==> src/rtl/sadc_pkg.sv <==
// Shared types for the serial ADC framer.
// Assumes the control byte layout: start, channel[2:0], unipolar, single, pd[1:0].
package sadc_pkg;

    typedef struct packed {
        logic [2:0] chan;
        logic       unipolar;
        logic       single;
        logic [1:0] pd;
    } ctrl_t;

    typedef enum logic [1:0] {
        RX_IDLE  = 2'd0,
        RX_SHIFT = 2'd1,
        RX_WAIT  = 2'd2,
        RX_BUSY  = 2'd3
    } rx_state_t;

    localparam int CTRL_BITS = $bits(ctrl_t) + 1;

endpackage

==> src/rtl/sadc_pin_sync.sv <==
// Synchronises the three serial pins into the system clock domain and
// produces one-cycle edge strobes. Assumes each sclk phase lasts at least
// two system clocks so that no edge is lost.
module sadc_pin_sync #(
    parameter int SYNC_STAGES = 2
) (
    input  logic clk,
    input  logic rst_n,
    input  logic sclk_i,
    input  logic cs_n_i,
    input  logic din_i,
    output logic sclk_rise,
    output logic sclk_fall,
    output logic selected,
    output logic desel,
    output logic din_s
);
    localparam logic [2:0] PIN_RST = 3'b010;

    logic [2:0] pipe [SYNC_STAGES];
    logic       sclk_q;
    logic       cs_q;
    logic [2:0] last;

    // Shift the pin group through the synchroniser chain together.
    always_ff @(posedge clk) begin
        if (!rst_n) begin
            for (int i = 0; i < SYNC_STAGES; i++) pipe[i] <= PIN_RST;
        end else begin
            pipe[0] <= {sclk_i, cs_n_i, din_i};
            for (int i = 1; i < SYNC_STAGES; i++) pipe[i] <= pipe[i-1];
        end
    end

    assign last = pipe[SYNC_STAGES-1];

    // Keep one more copy of clock and select for edge detection.
    always_ff @(posedge clk) begin
        if (!rst_n) begin
            sclk_q <= 1'b0;
            cs_q   <= 1'b1;
        end else begin
            sclk_q <= last[2];
            cs_q   <= last[1];
        end
    end

    assign sclk_rise = last[2] & ~sclk_q;
    assign sclk_fall = ~last[2] & sclk_q;
    assign selected  = ~last[1];
    assign desel     = last[1] & ~cs_q;
    assign din_s     = last[0];

endmodule

==> src/rtl/sadc_ctrl_rx.sv <==
// Control-byte receiver: finds the start bit, collects the byte on rising
// sclk edges and issues the conversion start on the following falling edge.
// Assumes the transmitter reports when the next start bit may be taken.
module sadc_ctrl_rx
    import sadc_pkg::*;
(
    input  logic  clk,
    input  logic  rst_n,
    input  logic  en,
    input  logic  abort,
    input  logic  rise,
    input  logic  fall,
    input  logic  din,
    input  logic  tx_ready,
    output ctrl_t ctrl,
    output logic  conv_start,
    output logic  ready
);
    localparam int CW = $clog2(CTRL_BITS);
    localparam logic [CW-1:0] LAST_IDX = CW'(CTRL_BITS - 1);

    rx_state_t            state;
    logic [CTRL_BITS-1:0] shreg;
    logic [CW-1:0]        cnt;
    logic                 take_start;

    assign ready      = (state == RX_IDLE) || (state == RX_BUSY && tx_ready);
    assign take_start = ready && en && rise && din;

    // Framing state machine with abort taking priority.
    always_ff @(posedge clk) begin
        if (!rst_n) begin
            state      <= RX_IDLE;
            shreg      <= '0;
            cnt        <= '0;
            ctrl       <= '0;
            conv_start <= 1'b0;
        end else begin
            conv_start <= 1'b0;
            if (abort) begin
                state <= RX_IDLE;
                cnt   <= '0;
            end else begin
                case (state)
                    RX_IDLE, RX_BUSY: begin
                        if (take_start) begin
                            shreg <= {{(CTRL_BITS-1){1'b0}}, 1'b1};
                            cnt   <= CW'(1);
                            state <= RX_SHIFT;
                        end
                    end
                    RX_SHIFT: begin
                        if (en && rise) begin
                            shreg <= {shreg[CTRL_BITS-2:0], din};
                            cnt   <= cnt + CW'(1);
                            if (cnt == LAST_IDX) state <= RX_WAIT;
                        end
                    end
                    RX_WAIT: begin
                        if (en && fall) begin
                            ctrl       <= ctrl_t'(shreg[CTRL_BITS-2:0]);
                            conv_start <= 1'b1;
                            state      <= RX_BUSY;
                        end
                    end
                    default: state <= RX_IDLE;
                endcase
            end
        end
    end

    // taking a start bit withdraws readiness next cycle.
    p_start_drops_ready_r10: assert property (@(posedge clk) disable iff (!rst_n)
        (take_start && !abort) |=> !ready);

    // the conversion start is a single-cycle pulse.
    p_conv_pulse_single_r3: assert property (@(posedge clk) disable iff (!rst_n)
        conv_start |=> !conv_start);

endmodule

==> src/rtl/sadc_result_tx.sv <==
// Result transmitter: latches the sample at conversion start and drives it
// MSB first on falling sclk edges, then zero fill. Reports readiness for
// the next start bit once only the low bits remain.
module sadc_result_tx #(
    parameter int RES_BITS   = 10,
    parameter int READY_LEFT = 3
) (
    input  logic                clk,
    input  logic                rst_n,
    input  logic                abort,
    input  logic                en,
    input  logic                fall,
    input  logic                load,
    input  logic [RES_BITS-1:0] sample,
    output logic                dout,
    output logic                ready
);
    localparam int LW = $clog2(RES_BITS + 1);

    logic [RES_BITS-1:0] shreg;
    logic [LW-1:0]       left;

    assign ready = (left <= LW'(READY_LEFT));

    // Load, shift and clear the outgoing result.
    always_ff @(posedge clk) begin
        if (!rst_n || abort) begin
            shreg <= '0;
            left  <= '0;
            dout  <= 1'b0;
        end else if (load) begin
            shreg <= sample;
            left  <= LW'(RES_BITS);
            dout  <= 1'b0;
        end else if (en && fall) begin
            if (left != '0) begin
                dout  <= shreg[RES_BITS-1];
                shreg <= {shreg[RES_BITS-2:0], 1'b0};
                left  <= left - LW'(1);
            end else begin
                dout <= 1'b0;
            end
        end
    end

    // dout only moves on a falling edge, a load or an abort.
    p_dout_hold_r4: assert property (@(posedge clk) disable iff (!rst_n)
        (!fall && !load && !abort) |=> $stable(dout));

    // a freshly loaded result is not yet ready for overlap.
    p_not_ready_after_load_r5: assert property (@(posedge clk) disable iff (!rst_n)
        (load && !abort) |=> !ready);

endmodule

==> src/rtl/sadc_framer.sv <==
// Top of the serial ADC framer: pin synchroniser, control receiver, result
// transmitter and the post-reset hold-off counter. Assumes sclk, cs_n and
// din are slow relative to clk (each sclk phase >= 2 clk periods).
module sadc_framer
    import sadc_pkg::*;
#(
    parameter int RES_BITS    = 10,
    parameter int READY_LEFT  = 3,
    parameter int SYNC_STAGES = 2,
    parameter int HOLD_CYC    = 1250
) (
    input  logic                clk,
    input  logic                rst_n,
    input  logic                cs_n,
    input  logic                sclk,
    input  logic                din,
    input  logic [RES_BITS-1:0] sample,
    output logic                dout,
    output logic                strobe,
    output logic                conv_start,
    output logic [2:0]          chan,
    output logic                unipolar,
    output logic                single_ended,
    output logic [1:0]          pd
);
    localparam int HW = $clog2(HOLD_CYC + 1);

    logic          rise, fall, sel, desel, din_s;
    logic          holdoff;
    logic [HW-1:0] hold_cnt;
    logic          rx_ready, tx_ready;
    ctrl_t         ctrl_q;

    sadc_pin_sync #(.SYNC_STAGES(SYNC_STAGES)) u_sync (
        .clk(clk), .rst_n(rst_n),
        .sclk_i(sclk), .cs_n_i(cs_n), .din_i(din),
        .sclk_rise(rise), .sclk_fall(fall),
        .selected(sel), .desel(desel), .din_s(din_s)
    );

    // Count out the post-reset interval during which requests are refused.
    always_ff @(posedge clk) begin
        if (!rst_n)          hold_cnt <= '0;
        else if (holdoff)    hold_cnt <= hold_cnt + HW'(1);
    end
    assign holdoff = (hold_cnt != HW'(HOLD_CYC));

    sadc_ctrl_rx u_rx (
        .clk(clk), .rst_n(rst_n),
        .en(sel & ~holdoff), .abort(desel),
        .rise(rise), .fall(fall), .din(din_s),
        .tx_ready(tx_ready & ~conv_start),
        .ctrl(ctrl_q), .conv_start(conv_start), .ready(rx_ready)
    );

    sadc_result_tx #(.RES_BITS(RES_BITS), .READY_LEFT(READY_LEFT)) u_tx (
        .clk(clk), .rst_n(rst_n), .abort(desel), .en(sel),
        .fall(fall), .load(conv_start), .sample(sample),
        .dout(dout), .ready(tx_ready)
    );

    assign strobe       = rx_ready;
    assign chan         = ctrl_q.chan;
    assign unipolar     = ctrl_q.unipolar;
    assign single_ended = ctrl_q.single;
    assign pd           = ctrl_q.pd;

    // nothing converts while the hold-off interval runs.
    p_holdoff_no_conv_r8: assert property (@(posedge clk) disable iff (!rst_n)
        holdoff |-> !conv_start);

    // a deselect clears the output and re-arms the receiver.
    p_abort_clears_r6: assert property (@(posedge clk) disable iff (!rst_n)
        desel |=> (!dout && strobe));

endmodule

==> config.mk <==
export PLATFORM = sky130hd
export DESIGN_NAME = sadc_framer
export DESIGN_NICKNAME = d
export VERILOG_FILES = /design/src/rtl/sadc_pkg.sv /design/src/rtl/sadc_pin_sync.sv /design/src/rtl/sadc_ctrl_rx.sv /design/src/rtl/sadc_result_tx.sv /design/src/rtl/sadc_framer.sv
export SDC_FILE = /design/constraint.sdc
export NUM_CORES = 1
export LEC_CHECK = 0
export CORE_MARGIN = 4
export CORE_UTILIZATION = 40
export CTS_BUF_LIST = sky130_fd_sc_hd__clkbuf_8
export DETAILED_ROUTE_END_ITERATION = 8
export PLACE_DENSITY_LB_ADDON = 0.1
export SKIP_LAST_GASP = 1
export SLEW_MARGIN = 20
export SYNTH_ARGS = -nofsm -noshare
export SYNTH_HDL_FRONTEND = slang
export SYNTH_SLANG_ARGS = --single-unit
==> constraint.sdc <==
create_clock -name clk -period 2.6 [get_ports clk]
set_clock_uncertainty 0.15 [all_clocks]
set_input_delay 0.52 -clock clk [delete_from_list [all_inputs] [get_ports clk]]
set_output_delay 0.52 -clock clk [all_outputs]
set_load 0.02 [all_outputs]
Word-level counts from Yosys, hierarchy flattened
Memory sizes are Yosys's and may differ from the RTL's. Cells that the tools add are included.

Order comparisons: 1. Reduce and logical (&&, ||, !) cells: 25. Mux-type cells: 23. $add $sub $neg: 3. Bitwise operators: 16. Equal/unequal tests: 9.

Operators by type and width (count): two-way mux 10 bit (3); two-way mux 7 bit (2); one-hot mux 7 bit (2 select lines) (1); two-way mux 3 bit (4); two-way mux 4 bit (3); adder 11 x 1 -> 11 bit, second input constant (1); != test 11 bit, second input constant (1); NOT 1 bit (9); two-way mux 2 bit (4); != test 2 x 1 -> 1 bit, second input constant (4); AND reduction 4 bit (2); logical AND 1 bit (7); one-hot mux 2 bit (3 select lines) (1); one-hot mux 3 bit (2 select lines) (1); AND reduction 3 bit (2); nonzero test 2 bit (3); OR reduction 2 bit (3); AND 1 bit (5); == test 2 bit, second input constant (2); <= comparator 4 x 2 -> 1 bit, second input constant (1); two-way mux 1 bit (4); AND reduction 2 bit (2); nonzero test 4 bit (1); subtractor 4 x 1 -> 4 bit, second input constant (1); other kinds (8) (10).

Bits in writable memories: 6. Output and inout port bits: 10. Memories: 1. Flip-flop bits (word level): 48. Bits of input ports: 15.

Memory list: u_sync.pipe (words 2, width 3, read ports 2, clocked after Yosys merged registers in 0, write ports 2, RTL line sadc_pin_sync.sv:20) `logic [2:0] pipe [SYNC_STAGES];`.

Depth between registers and ports, before layout
Depth in word-level cells: 9. Depth in mapped cells: 8. Mapped depth without buffers: 7.

Hierarchy
From an unflattened synthesis, not the netlist that was laid out.

Cell total of the unflattened synthesis: 272. Area, all modules: 2462.4 sq um.

By module, submodules not included: sadc_ctrl_rx (sequential area each 400.4 sq um, cells an instance 107, instances 1, area an instance 949.7 sq um); sadc_result_tx (sequential area each 300.3 sq um, cells an instance 84, instances 1, area an instance 725.7 sq um); sadc_framer (sequential area each 220.2 sq um, cells an instance 61, instances 1, area an instance 554.3 sq um); sadc_pin_sync (sequential area each 160.2 sq um, cells an instance 20, instances 1, area an instance 232.7 sq um).

Worst setup path after synthesis
OpenSTA, ideal clock, no wires.

Path type: reg2reg. From: register hold_cnt[0]. To: register u_rx.shreg[0]. Setup time: 0.123 ns. Stages on the path, launching flop included: 9. Path slack: 0.618 ns. Arrival time: 1.710 ns. Data required time: 2.327 ns. Cells stage by stage: dfxtp_1 -> inv_1 -> ha_1 -> and4b_1 -> and3_2 -> a31o_2 -> and3_1 -> buf_4 -> mux2i_1.

Longest elaborated chain between the ends: 8. Elaborated cells between the ends (all ways): 10. Those cells by class: eq/ne (3); bitwise (2); reduce/logical (5).

Ends and longest elaborated chain: start: declaration (RTL line sadc_framer.sv:30) `logic [HW-1:0] hold_cnt;`; start signal: assignment (RTL line sadc_framer.sv:44) `else if (holdoff) hold_cnt <= hold_cnt + HW'(1);`; != test 11 bit (*) (RTL line sadc_framer.sv:46) `assign holdoff = (hold_cnt != HW'(HOLD_CYC));`; NOT 1 bit (*) (RTL line sadc_framer.sv:50) `.en(sel & ~holdoff), .abort(desel),`; AND 1 bit (*) (RTL line sadc_framer.sv:50); logical AND 1 bit (3 in series) (RTL line sadc_ctrl_rx.sv:28) `assign take_start = ready && en && rise && din;`; != test 2 x 1 -> 1 bit (no source line); AND reduction 4 bit (no source line) (*); end signal: assignment (RTL line sadc_ctrl_rx.sv:47) `shreg <= {{(CTRL_BITS-1){1'b0}}, 1'b1};`; end signal: assignment (RTL line sadc_ctrl_rx.sv:54) `shreg <= {shreg[CTRL_BITS-2:0], din};`; end: declaration (RTL line sadc_ctrl_rx.sv:23) `logic [CTRL_BITS-1:0] shreg;`.

Every way passes the cells marked *; elsewhere a longest branch is shown, timed or not. A chain may end at the register's enable or synchronous reset.

Worst setup path after layout
From: register u_rx.state[0]. To: output strobe.

Longest elaborated chain between the ends: 3. Elaborated cells between the ends (all ways): 4. Those cells by class: eq/ne (1); reduce/logical (3).

Ends and longest elaborated chain: start: declaration (RTL line sadc_ctrl_rx.sv:22) `rx_state_t state;`; start signal: assignment (RTL line sadc_ctrl_rx.sv:33) `state <= RX_IDLE;`; start signal: assignment (RTL line sadc_ctrl_rx.sv:41) `state <= RX_IDLE;`; start signal: assignment (RTL line sadc_ctrl_rx.sv:49) `state <= RX_SHIFT;`; == test 2 bit (RTL line sadc_ctrl_rx.sv:27) `assign ready = (state == RX_IDLE) || (state == RX_BUSY && tx_ready);`; logical AND 1 bit (RTL line sadc_ctrl_rx.sv:27); logical OR 1 bit (*) (RTL line sadc_ctrl_rx.sv:27); end: declaration (RTL line sadc_framer.sv:19) `output logic strobe,`.

Marked as above.

==> key figures <==
Global routing
  – Gr busiest metal: met2
  – Global-route track usage on met3: 0.0353
  – Antenna violations before repair: 0
  – Largest net degree at the start of global routing: 21
  – Congestion Overflow GR: 0
  – Grt met1 use: 0.167
  – First-pass GRT wire length: roughly 7.4 mm
  – Met2 usage: 0.200
  – GRT Total Usage: 0.126
  – Vias in the first global route: between 1500 and 2000

Timing
  – Slew margin rel.: 0.619
  – Min Tclk post-route: between 2000 and 2500 ps
  – Slew Limit Fails: 0
  – Setup TNS Final: 0 ps
  – # setup viols final: 0
  – Final Cycle Share: 0.844
  – Endpoints failing hold: 0
  – Worst slew pin tran: between 500 and 600 ps
  – RSZ-0062 raised after global routing: no
  – Min setup slack post-route: between 400 and 500 ps
  – WHS: ~270 ps
  – Max Fclk: 0.456 GHz

Flow run
  – Max cap viols: 0

Cells and area
  – Leading cell types in the layout, fill and taps excluded: dfxtp_1 (53), nor2_1 (32), mux2i_1 (23), clkdlybuf4s50_1 (23), nand2_1 (20)
  – Ratio of cells with drive above 1 in the final layout: 0.0919
  – Nets: roughly 300
  – Antenna Cells: 0
  – Final Non-Filler Cells: between 300 and 400
  – Area grow syn2layout: 18.6%
  – Finished layout cell area: around 0.0028 mm²
  – FILL cells: 540
  – Commonest non-fill, non-tap cell in the layout: dfxtp_1

Routing
  – Via count: between 1500 and 2000
  – DR iter-0 viols: 47
  – DRC viols: 0
  – Routed Antenna Nets: 0
  – TritonRoute pass-1 iters: 4
  – Routed vias/inst: around 5
  – Total Wirelength: 4.20 mm
  – Routed len/inst: around 12 µm

Min path
  – HP Class: reg -> reg

Floorplan
  – Core ar.: 0.00557 mm²
  – Die width: 84.4 µm
  – DIE AREA: ~0.0071 mm²
  – Initial core utilization: 0.419
  – Chip height: roughly 84 µm
  – Num ports: 25
  – FP Rows: 27

Worst setup path
  – Crit path to: strobe
  – Critical Path Source: u_rx.state[0]$_SDFFE_PP0P_
  – Slowest stage delay, CP: about 410 ps
  – Crit path max fanout: 5
  – Worst-path cell chain: inv_1 > ha_1 > or2_2 > dlymetal6s2s_1
  – CP Depth: 4
  – Critical-path top delay cell: dfxtp_1
  – CP delay by family, top: flip-flops
  – Crit path buffers/inverters: 2
  – Reg-to-reg endpoint: u_rx.shreg[6]$_SDFFE_PN0P_
  – Worst EP required: 1930 ps
  – Startpoint types: flip-flop
  – Reg2reg path depth: 7
  – Crit path arrival time: ~1500 ps
  – FF-to-FF Start: hold_cnt[0]$_SDFFE_PN0P_
  – Element type at the critical path end: output port
  – Register-to-register setup slack: between 400 and 500 ps
  – CP Class: reg -> out

Yosys
  – Synth Flop Type: dfxtp_1
  – Synth Instances: approximately 250
  – Syn nets: 270
  – Post-synth EDFFs: 0
  – Library cells used by synthesis: 44
  – FFs w/ async S/R, synth: 0
  – Synthesis warning total: 0
  – Post-Syn Area per Cell: approximately 9.5 µm²
  – Synthesized cell area: 0.00233 mm²
  – Synthesis-stage register bit count: 54
  – Seq/Total Area, Yosys: 0.463

Clock tree
  – Max Root-Sink Buffers: 2
  – Reg clk slew, reported paths: 100 ps
  – TritonCTS buffer count: 5
  – H-tree lvl count: 2
  – CTS sink count: 54
  – Skew-Pair Late Insertion Delay: around 310 ps
  – CTS tree: done
  – Hold-fix buffers, CTS: 0
  – CTS Root Cell: clkbuf_8

Place
  – Port Buf Inserts: 24
  – Final GP Congestion: about 0.73
  – Post-DP HPWL: 3.06 mm
  – Setup WS pre-CTS: between 200 and 300 ps
  – Placed Instances: ~340
  – Post-DP Area: ~0.0027 mm²

Power and ir drop
  – Peak supply drop: roughly 340 µV
  – Pwr dens: about 630 mW/mm²
  – P_leak: between 0.9 and 1 nW

Status
  – Outcome: complete, no violations
[worst register-to-register path: stages, from the launching register on]
cell     delay, ps
dfxtp_1        350
inv_1           90
ha_1           140
and4b_1        260
and3_2         240
a31o_2         200
and3_1         450
mux2i_1        230
[metrics by stage]
stage | utilization | total power [W]
after global routing | 0.497 | 0.00186
after global placement | 0.477 | 0.00128
after floorplan | - | 0.00118
after detailed placement | 0.477 | 0.00128
final | 0.497 | 0.00175
after CTS | 0.496 | 0.00179
[how the worst min path moves through the flow]
stage / from / endpoint / slack (ps) / depth (start not counted)
CTS: u_sync.pipe[0][1]$_SDFF_PN1_ / u_sync.pipe[0][4]$_SDFF_PN1_ / 280 / 1
global placement: u_sync.pipe[0][1]$_SDFF_PN1_ / u_sync.pipe[0][4]$_SDFF_PN1_ / 240 / 1
finish: u_sync.pipe[0][1]$_SDFF_PN1_ / u_sync.pipe[0][4]$_SDFF_PN1_ / 270 / 1
floorplan: u_sync.pipe[0][1]$_SDFF_PN1_ / u_sync.pipe[0][4]$_SDFF_PN1_ / 240 / 1
global route: u_sync.pipe[0][1]$_SDFF_PN1_ / u_sync.pipe[0][4]$_SDFF_PN1_ / 300 / 1
detailed placement: u_sync.pipe[0][1]$_SDFF_PN1_ / u_sync.pipe[0][4]$_SDFF_PN1_ / 250 / 1
[layer usage]
layer  part of all wire  routed length [µm]  up-vias
li1                   -                   -      897
met1               0.50                2120      773
met2               0.45                1900       16
met3              0.033                 139        6
met4              0.011                  46        0
met5                  0                   0        -
[final cells by class]
cell class / instances / area, µm² / area share
clock buffers: 6 / 82.6 / 0.0298
clock inverters: 2 / 16.3 / 0.00588
inverters: 8 / 30.0 / 0.0108
multi-input cells: 172 / 1180 / 0.426
flip-flops and latches: 54 / 1080 / 0.391
well taps: 72 / 90.1 / 0.0325
repair buffers: 30 / 288 / 0.104
[Yosys cell counts, types with 3 or more instances]
cell type  instances  share of area
dfxtp_1           54           0.46
nor2_1            32          0.051
mux2i_1           23          0.099
nand2_1           20          0.032
a211oi_1          10          0.032
ha_1              10          0.054
a21oi_1            7          0.015
and2_1             7          0.019
clkbuf_1           7          0.011
inv_1              7          0.011
nor3_1             7          0.015
nand2b_1           5          0.013
o21ai_0            5          0.011
xnor2_1            5          0.019
xor2_1             5          0.019
nand4_1            4          0.011
and3_1             3         0.0080
nand3_1            3         0.0064
nor3b_1            3         0.0097
[state kept, by name, summed over array words and instances, names as in the netlist, 2 cells and up]
signal       flops
hold_cnt        11
u_rx.cnt         3
u_rx.ctrl        7
u_rx.shreg       7
u_rx.state       2
u_sync.pipe      6
u_tx.left        4
u_tx.shreg      10
[cell families after synthesis]
group | synth area share
and+or+nand+nor | 0.216
muxes | 0.103
DFF | 0.463
adders and majority gates | 0.0536
buffers and inverters | 0.0343
xor gates and xnor gates | 0.0375
AOI/OAI and AO/OA | 0.0917
[power breakdown]
part | internal, W | total, W | switching [W]
logic | 0.000164 | 0.000373 | 0.000209
clock network | 0.000220 | 0.000499 | 0.000280
registers | 0.000855 | 0.000881 | 0.0000262
[what timing repair did]
| item | in CTS | in global routing |
|---|---|---|
| resized for setup | 1 | 2 |
| setup endpoints to repair | 1 | 1 |
| setup buffers | 0 | 0 |
No activity file was read; power rests on OpenSTA's default activity.
